## config.mk

```make
export PLATFORM = sky130hd
export DESIGN_NAME = tdm_framer
export DESIGN_NICKNAME = d
export VERILOG_FILES = /design/src/rtl/tdm_pkg.sv /design/src/rtl/tdm_rate_div.sv /design/src/rtl/tdm_frame_ctr.sv /design/src/rtl/tdm_word_shifter.sv /design/src/rtl/tdm_framer.sv
export SDC_FILE = /design/constraint.sdc
export NUM_CORES = 1
export LEC_CHECK = 0
export BUFFER_PORTS_ARGS = -buffer_cell sky130_fd_sc_hd__buf_2
export CAP_MARGIN = 15
export CORE_MARGIN = 1
export CORE_UTILIZATION = 59
export CTS_CLUSTER_SIZE = 8
export DETAILED_ROUTE_END_ITERATION = 10
export PLACE_DENSITY = 0.83
export SYNTH_ARGS = -nofsm -noshare
export SYNTH_HDL_FRONTEND = slang
export SYNTH_SLANG_ARGS = --single-unit
```

## constraint.sdc

```tcl
create_clock -name clk -period 2.5 [get_ports clk]
set_clock_uncertainty 0.2 [all_clocks]
set_input_delay 0.125 -clock clk [delete_from_list [all_inputs] [get_ports clk]]
set_output_delay 0.125 -clock clk [all_outputs]
set_load 0.02 [all_outputs]
```

## src/rtl/tdm_pkg.sv

```systemverilog
package tdm_pkg;
  localparam int unsigned WORD_W = 8;
  localparam int unsigned SLOTS  = 4;
  localparam int unsigned FRAME_W = WORD_W * SLOTS;
  // 7-chip Barker sequence 1110010 with a trailing 0
  localparam logic [WORD_W-1:0] SYNC_WORD = 8'b11100100;
endpackage

```

## src/rtl/tdm_rate_div.sv

```systemverilog
module tdm_rate_div #(
  parameter int unsigned DIV = 4
) (
  input  logic clk,
  input  logic rst,
  output logic bit_en
);
  localparam int unsigned CW = (DIV < 2) ? 1 : $clog2(DIV);

  generate
    if (DIV < 2) begin : g_every_clk
      always_ff @(posedge clk) begin
        bit_en <= !rst;
      end
    end else begin : g_count
      logic [CW-1:0] cnt;
      always_ff @(posedge clk) begin
        if (rst) begin
          cnt    <= '0;
          bit_en <= 1'b0;
        end else if (cnt == CW'(DIV - 1)) begin
          cnt    <= '0;
          bit_en <= 1'b1;
        end else begin
          cnt    <= cnt + 1'b1;
          bit_en <= 1'b0;
        end
      end

      // enable is a single-cycle pulse
      assert_en_single_R2: assert property (@(posedge clk) disable iff (rst)
        bit_en |=> !bit_en);
    end
  endgenerate
endmodule

```

## src/rtl/tdm_frame_ctr.sv

```systemverilog
module tdm_frame_ctr #(
  parameter int unsigned WORD_W = 8,
  parameter int unsigned SLOTS  = 4
) (
  input  logic clk,
  input  logic rst,
  input  logic bit_en,
  output logic first_bit
);
  localparam int unsigned BW = (WORD_W < 2) ? 1 : $clog2(WORD_W);
  localparam int unsigned SW = (SLOTS < 2) ? 1 : $clog2(SLOTS);

  logic [BW-1:0] bit_idx;
  logic [SW-1:0] slot_idx;
  logic          bit_wrap;

  assign bit_wrap  = (bit_idx == BW'(WORD_W - 1));
  assign first_bit = (bit_idx == '0) && (slot_idx == '0);

  always_ff @(posedge clk) begin
    if (rst) begin
      bit_idx  <= '0;
      slot_idx <= '0;
    end else if (bit_en) begin
      if (bit_wrap) begin
        bit_idx <= '0;
        if (slot_idx == SW'(SLOTS - 1)) slot_idx <= '0;
        else                            slot_idx <= slot_idx + 1'b1;
      end else begin
        bit_idx <= bit_idx + 1'b1;
      end
    end
  end

  // slot advances only at a word boundary
  assert_slot_hold_R3: assert property (@(posedge clk) disable iff (rst)
    (!bit_en || !bit_wrap) |=> $stable(slot_idx));
  // counters restart from the frame origin after reset
  assert_origin_R7: assert property (@(posedge clk)
    $past(rst) |-> first_bit);
endmodule

```

## src/rtl/tdm_word_shifter.sv

```systemverilog
module tdm_word_shifter #(
  parameter int unsigned FRAME_W = 32
) (
  input  logic               clk,
  input  logic               rst,
  input  logic               bit_en,
  input  logic               first_bit,
  input  logic [FRAME_W-1:0] frame_in,
  output logic               ser_out,
  output logic               frame_start,
  output logic               bit_valid
);
  logic [FRAME_W-1:0] sh;

  always_ff @(posedge clk) begin
    if (rst) begin
      sh          <= '0;
      ser_out     <= 1'b0;
      frame_start <= 1'b0;
      bit_valid   <= 1'b0;
    end else begin
      bit_valid <= bit_en;
      if (bit_en) begin
        if (first_bit) begin
          ser_out     <= frame_in[FRAME_W-1];
          sh          <= {frame_in[FRAME_W-2:0], 1'b0};
          frame_start <= 1'b1;
        end else begin
          ser_out     <= sh[FRAME_W-1];
          sh          <= {sh[FRAME_W-2:0], 1'b0};
          frame_start <= 1'b0;
        end
      end
    end
  end

  // the frame origin raises frame_start on the next clock
  assert_start_R1: assert property (@(posedge clk) disable iff (rst)
    (bit_en && first_bit) |=> (frame_start && bit_valid));
  // frame_start rises only together with a sync MSB of 1
  assert_fs_sync_R4: assert property (@(posedge clk) disable iff (rst)
    $rose(frame_start) |-> (ser_out && bit_valid));
  // serial line is quiet between bit strobes
  assert_quiet_R6: assert property (@(posedge clk) disable iff (rst)
    (ser_out != $past(ser_out)) |-> bit_valid);
endmodule

```

## src/rtl/tdm_framer.sv

```systemverilog
module tdm_framer
  import tdm_pkg::*;
#(
  parameter int unsigned DIV = 4
) (
  input  logic              clk,
  input  logic              rst,
  input  logic [WORD_W-1:0] ch_a_in,
  input  logic [WORD_W-1:0] ch_b_in,
  input  logic [WORD_W-1:0] ch_c_in,
  output logic              ser_out,
  output logic              frame_start,
  output logic              bit_valid
);
  logic               bit_en;
  logic               first_bit;
  logic [FRAME_W-1:0] frame_word;

  assign frame_word = {SYNC_WORD, ch_a_in, ch_b_in, ch_c_in};

  tdm_rate_div #(.DIV(DIV)) u_div (
    .clk    (clk),
    .rst    (rst),
    .bit_en (bit_en)
  );

  tdm_frame_ctr #(.WORD_W(WORD_W), .SLOTS(SLOTS)) u_ctr (
    .clk       (clk),
    .rst       (rst),
    .bit_en    (bit_en),
    .first_bit (first_bit)
  );

  tdm_word_shifter #(.FRAME_W(FRAME_W)) u_shift (
    .clk         (clk),
    .rst         (rst),
    .bit_en      (bit_en),
    .first_bit   (first_bit),
    .frame_in    (frame_word),
    .ser_out     (ser_out),
    .frame_start (frame_start),
    .bit_valid   (bit_valid)
  );

  generate
    if (DIV > 1) begin : g_pulse_chk
      // bit_valid is one clock wide
      assert_valid_pulse_R2: assert property (@(posedge clk) disable iff (rst)
        bit_valid |=> !bit_valid);
    end
  endgenerate

  // frame_start holds across the bit period
  assert_fs_hold_R4: assert property (@(posedge clk) disable iff (rst)
    !bit_valid |-> $stable(frame_start));
  // outputs are cleared in the cycle after reset
  assert_reset_clear_R1: assert property (@(posedge clk)
    $past(rst) |-> (!ser_out && !frame_start && !bit_valid));
endmodule

```

==> results.txt, run 1 <==
Mapped Area = 0.00176 mm2
Fin Setup TNS = 0 ns
CP Max Fanout = 27
CTS tree = built
Max-slew violation count = 0
Post-route insts no fill = 285
RSZ-0062 raised after global routing = false
Fmax = 551 MHz
DR pass1 iterations = 4
Number of synthesized register bits = 42
DRC Markers = 0
Gr ovfl total = 0
Outcome = finished clean
WHS Path Cells = 2
Setup bufs post-CTS = 0
Combinational Power Share = 11.8%
Initial Utilization = 63.3%
Internal power = 0.000866 W
Cells after Synth = 211
Clock buffer depth = 2
Flop pwr share = 61.6%
Initial DRC count = 75
Peak VDD IR = 0.000507 V
Synthesized net count = 243
Clk sinks = 42
Max-slew headroom = 52.8%
Slew @ Worst Pin = 0.707 ns
H-tree depth = 2
Num CTS Buffers = 5
Post-synth EDFFs = 0
Psw = 0.000290 W
Finished layout cell area = 0.00217 mm2
Yosys warning total = 0
Maximum number of pins on one net before global-route repair = 43
R2R setup slack = 0.69 ns
Crit share post-route = 72.5%
Post-DP HPWL = 2220 um
Reg2reg end = u_shift.sh[13]
Initial antenna violation count = 0
Die span in x = 56.6 um
Clk pwr share = 26.7%
GR Util All Layers = 25.1%
Routed len/inst = 13.1 um
Critical path required time = 2.55 ns
WS Path Type = register to register
Root Buffer = clkbuf_4
Post-layout util = 77.9%
Post-synth ARST share = 0%
Tot Pwr = 0.00116 W
FP Rows = 19
Synth Flop Type = dfxtp_1
Core area = 0.00278 mm2
Hold EP = u_shift.frame_start
Die Y = 56.6 um
CP arrival = 1.86 ns
Final hold violations = 0
Die ar. = 0.00321 mm2
Crit path launch type = register
Final Wtd Congestion = 0.776
Pwr Density = 534 mW/mm2
Net Sw Frac = 25.1%
Area Overhead vs Synth = 23.0%
Clock Latency Late Sink = 0.35 ns
Vias in the first global route = 1498
Cts repair resizes = 0
First-pass GRT wire length = 6220 um
Antenna-violating nets left = 0
Post-synthesis sequential area ratio = 47.7%
Final setup violating endpoints = 0
# Max-Cap Violations = 0
Routed vias = 1592
Placed cells = 254
Leakage = 0.859 nW
Clock-pin slew on the worst setup and hold paths = 0.13 ns
Type of destination of the critical path = register
Port-buffer cells = 28
R2R depth = 5
Vias per cell = 5.59
Syn avg cell area = 8.35 um2
Share of post-route cells with drive strength above 1 = 15.4%
Hold Buf Count CTS = 24
Io pins = 29
Distinct cells, synth = 19
Hold Crit Start = rst
Min Clock Period, post-route = 1.81 ns
Inserted Diodes = 0
Final #Nets = 286
Reg2Reg Launch Point = u_ctr.slot_idx[0]
Final wirelength = 3720 um
Post-DP Area = 0.00188 mm2
Hold crit path type = input pin to register
==> registers in the layout (all words and copies together) (netlist names) <==
register	flops
u_shift.sh	31
u_ctr.bit_idx	3
u_ctr.slot_idx	2
u_div.g_count.cnt	2
u_div.bit_en	1
u_shift.bit_valid	1
u_shift.frame_start	1
u_shift.ser_out	1
==> placed cells by master, fill, tap and decap left out, types with 6 or more instances in the layout <==
master and n:
nand2_1 48, dfxtp_1 41, nor2_1 38, buf_2 28, dlygate4sd3_1 24, a311oi_1 23, nand3_1 6, a21oi_1 6
ha_1 6
==> synth_stat cells (all sizes together) (2+ instances only) <==
| master | count | area, um2 |
|---|---|---|
| nand2b | 5 | 31.3 |
| dfxtp | 42 | 841 |
| nand3 | 6 | 30.0 |
| a211oi | 4 | 30.0 |
| clkbuf | 10 | 37.5 |
| a21oi | 6 | 30.0 |
| buf | 8 | 52.6 |
| nor2 | 38 | 143 |
| nand2 | 48 | 180 |
| nor2b | 2 | 12.5 |
| mux2i | 5 | 50.1 |
| a311oi | 23 | 201 |
| ha | 6 | 75.1 |
| inv | 4 | 15.0 |
==> per-stage QoR <==
| step | hold WS [ns] | setup slack (ns) |
|---|---|---|
| global placement | 0.195 | 0.827 |
| detailed placement | 0.200 | 0.723 |
| finish | 0.118 | 0.687 |
| global route | 0.149 | 0.467 |
| floorplan | 0.0875 | 0.988 |
| CTS | 0.104 | 0.711 |
==> routing by layer <==
metal	vias to the layer above	part of all wire (%)	GRT usage, %
met5	-	0	0
met4	0	1.7	8.36
met2	48	49	43.2
li1	801	-	-
met1	731	44	29.9
met3	12	4.8	6.91
==> final cells by class <==
class / count / area (um2)
fillers: 204 / 614
inverters: 4 / 15.0
clock inverters: 2 / 10.0
multi-input cells: 147 / 816
repair buffers: 54 / 408
flip-flops and latches: 42 / 842
well taps: 31 / 38.8
clock buffers: 5 / 37.5
==> power groups by stage <==
| stage | registers [W] | logic [W] | clock network [W] |
|---|---|---|---|
| final | 0.000712 | 0.000136 | 0.000308 |
| after global routing | 0.000715 | 0.000151 | 0.000337 |
| after CTS | 0.000712 | 0.000135 | 0.000312 |
| after detailed placement | 0.000727 | 0.000106 | 0 |
| after global placement | 0.000725 | 0.000100 | 0 |
| after floorplan | 0.000720 | 0.0000779 | 0 |
==> cell families (layout without fill, tap and decap cells) <==
family | after synthesis | in the layout | share of synthesized area [%]
flops | 42 | 42 | 47.7
mux | 5 | 5 | 2.84
fa+ha+maj | 6 | 6 | 4.26
buf+inv | 22 | 65 | 5.97
simple gates | 103 | 103 | 24.4
compound gates | 33 | 33 | 14.8
==> critical path: stages, from the launching register on <==
cell      delay (ns)
dfxtp_1         0.40
inv_1           0.06
ha_1            0.21
nand3b_2        0.42
nand2_1         0.12
a311oi_1        0.29
==> how the worst max path moves through the flow <==
stage,start,end,slack [ns]
floorplan,u_ctr.slot_idx[0],u_shift.sh[10],0.99
global placement,u_ctr.slot_idx[0],u_shift.sh[15],0.83
detailed placement,u_ctr.slot_idx[0],u_shift.sh[21],0.72
CTS,u_ctr.slot_idx[0],u_shift.sh[13],0.71
global route,u_ctr.slot_idx[0],u_shift.sh[22],0.47
finish,u_ctr.slot_idx[0],u_shift.sh[13],0.69
No activity file was read; power rests on OpenSTA's default activity.
==> run 2, diff against run 1 <==
--- a/config.mk
+++ b/config.mk
@@ -8,10 +8,10 @@
 export BUFFER_PORTS_ARGS = -buffer_cell sky130_fd_sc_hd__buf_2
 export CAP_MARGIN = 15
 export CORE_MARGIN = 1
-export CORE_UTILIZATION = 59
+export CORE_UTILIZATION = 55
 export CTS_CLUSTER_SIZE = 8
 export DETAILED_ROUTE_END_ITERATION = 10
-export PLACE_DENSITY = 0.83
+export PLACE_DENSITY = 0.78
 export SYNTH_ARGS = -nofsm -noshare
 export SYNTH_HDL_FRONTEND = slang
 export SYNTH_SLANG_ARGS = --single-unit
==> constraint.sdc (replaced) <==
create_clock -name clk -period 1.8 [get_ports clk]
set_clock_uncertainty 0.2 [all_clocks]
set_input_delay 0.09 -clock clk [delete_from_list [all_inputs] [get_ports clk]]
set_output_delay 0.09 -clock clk [all_outputs]
set_load 0.02 [all_outputs]
==> run 2 against run 1 <==
  * Sequential cell count unchanged
  * Clock power grew 95%
  * Power is 55% higher
  * Combinational power grew 55%
  * Clock-buffer cell count rose by 1
  * Register-to-register slack worse by 0.57 ns
  * Largest cell class unchanged
==> results.txt, run 2 (synthesis gave the netlist of run 1 again) <==
Outcome = finished clean
Share of post-route cells with drive strength above 1 = 16.9% (+1.5 points)
Max reg flops = 31 (unchanged)
CP arrival = 1.75 ns (-0.11 ns)
Vias per cell = 5.19 (-7.0%)
Die Y = 58.6 um (+3.4%)
H-tree depth = 2 (unchanged)
Initial antenna violation count = 0 (unchanged)
# Max-Cap Violations = 0 (unchanged)
First-pass GRT wire length = 6290 um (+1.1%)
Initial Utilization = 57.7% (-5.6 points)
Post-DP Area = 0.00196 mm2 (+4.2%)
Reg2Reg Launch Point = u_ctr.bit_idx[0]
CP Max Fanout = 9 (-67%)
WS Path Type = register to register
Fmax = 592 MHz (+7.4%)
Max-slew headroom = 70.4% (+18 points)
Pwr Density = 784 mW/mm2 (+47%)
CTS tree = built
Core area = 0.00305 mm2 (+9.8%)
Finished layout cell area = 0.00229 mm2 (+5.5%)
DR pass1 iterations = 4 (unchanged)
Critical path required time = 1.86 ns (-0.69 ns)
Crit share post-route = 93.8% (+21 points)
Setup bufs post-CTS = 0 (unchanged)
Slowest CP cell = dfxtp_1
Peak VDD IR = 0.000523 V (+3.1%)
Gr ovfl total = 0 (unchanged)
Bufs and invs on worst path = 2 (+1)
Critical path startpoint = u_ctr.bit_idx[0]
Most frequent cells in the layout = 48 x nand2_1, 41 x dfxtp_1, 38 x nor2_1
FP Rows = 20 (+1)
Top Family by Delay on Critical Path = flip-flops
Vias in the first global route = 1487 (-0.73%)
Port-buffer cells = 28 (unchanged)
Routed len/inst = 12.4 um (-5.4%)
Leakage = 0.905 nW (+5.3%)
Hold EP = u_div.g_count.cnt[0]
Final #Nets = 292 (+2.1%)
GR Util All Layers = 24.6% (-0.45 points)
WHS Path Cells = 1 (-1)
Min Clock Period, post-route = 1.69 ns (-0.125 ns)
Final wirelength = 3770 um (+1.3%)
Final Wtd Congestion = 0.721 (-7.1%)
Largest registers = u_shift.sh: 31 flops, u_ctr.bit_idx: 3 flops
Maximum number of pins on one net before global-route repair = 58 (+35%)
Type of destination of the critical path = register
Clock buffer depth = 2 (unchanged)
RSZ-0062 raised after global routing = false
R2R depth = 6 (+1)
DRC Markers = 0 (unchanged)
Clock Latency Late Sink = 0.35 ns (about the same)
Post-DP HPWL = 2230 um (+0.41%)
Crit-path cells = inv_1, ha_1, and3b_1, buf_4, nand2_1, a311oi_1
Hold Crit Start = u_div.g_count.cnt[0]
Initial DRC count = 80 (+6.7%)
Clk sinks = 42 (unchanged)
Reg2reg end = u_shift.sh[6]
Crit path launch type = register
Antenna-violating nets left = 0 (unchanged)
Fillers = 240 (+18%)
Die ar. = 0.00343 mm2 (+7.0%)
Num CTS Buffers = 5 (unchanged)
Inserted Diodes = 0 (unchanged)
Slew @ Worst Pin = 0.444 ns (-0.264 ns)
Commonest non-fill, non-tap cell in the layout = nand2_1
Most flop-heavy register = u_shift.sh
Clock-pin slew on the worst setup and hold paths = 0.12 ns (about the same)
Io pins = 29 (unchanged)
Fin Setup TNS = 0 ns (unchanged)
Hold crit path type = register to register
Max-slew violation count = 0 (unchanged)
Root Buffer = clkbuf_4
Routed vias = 1584 (-0.50%)
CP max stage delay = 0.36 ns (-0.06 ns)
Die span in x = 58.6 um (+3.4%)
R2R setup slack = 0.11 ns (-0.57 ns)
Area Overhead vs Synth = 29.8%
Final setup violating endpoints = 0 (unchanged)
Final hold violations = 0 (unchanged)
[run 2: area by class of cell]
| class | count | area (um2) | share of cell area [%] |
|---|---|---|---|
| well taps | 44 | 55.1 | 2.41 |
| multi-input cells | 147 | 816 | 35.7 |
| clock buffers | 6 | 41.3 | 1.81 |
| repair buffers | 60 | 480 | 21.0 |
| flip-flops and latches | 42 | 842 | 36.8 |
| inverters | 4 | 15.0 | 0.656 |
| clock inverters | 2 | 37.5 | 1.64 |
[run 2: repair_timing]
| action | in CTS | in global routing |
|---|---|---|
| resized for setup | 0 | 0 |
| hold endpoints to repair | 29 | 0 |
| hold buffers | 25 | 0 |
[run 2: metal layers]
layer / GRT usage [%] / wire (um) / vias to the layer above
met4: 10.9 / 89 / 0
met2: 42.4 / 1790 / 39
met3: 7.03 / 149 / 9
met1: 28.5 / 1740 / 717
met5: 0 / 0 / -
li1: - / - / 819
[run 2: how the worst max path moves through the flow]
| stage | to | slack [ns] | cells after the start |
|---|---|---|---|
| global route | u_shift.sh[6] | 0.001 | 6 |
| global placement | u_shift.sh[18] | 0.25 | 6 |
| finish | u_shift.sh[6] | 0.11 | 6 |
| detailed placement | u_shift.sh[6] | 0.18 | 6 |
| CTS | u_shift.sh[6] | 0.16 | 6 |
| floorplan | u_shift.sh[10] | 0.29 | 7 |
[run 2: through the flow]
step / utilization (%) / hold slack [ns] / cells / total power [W] / setup WS, ns
floorplan: - / 0.0525 / 211 / 0.00111 / 0.288
global placement: 64.1 / 0.160 / 272 / 0.00116 / 0.252
detailed placement: 64.1 / 0.165 / 272 / 0.00117 / 0.182
CTS: 74.9 / 0.248 / 305 / 0.00180 / 0.160
global route: 74.9 / 0.255 / 305 / 0.00188 / 0.00146
finish: 74.9 / 0.243 / 305 / 0.00179 / 0.112
[run 2: worst register-to-register path: cells and delay by family (launching register included)]
kind	cells	cell delay [ns]
buffers and inverters	2	0.26
adders and majority gates	1	0.19
and+or+nand+nor	2	0.31
DFF	1	0.36
AOI/OAI and AO/OA	1	0.28
[run 2: where the power goes]
| group | leakage, nW | switching [W] | total (W) | internal [W] |
|---|---|---|---|---|
| combinational | 0.526 | 0.000100 | 0.000211 | 0.000111 |
| sequential | 0.340 | 0.0000171 | 0.000981 | 0.000964 |
| clock | 0.0385 | 0.000308 | 0.000601 | 0.000293 |
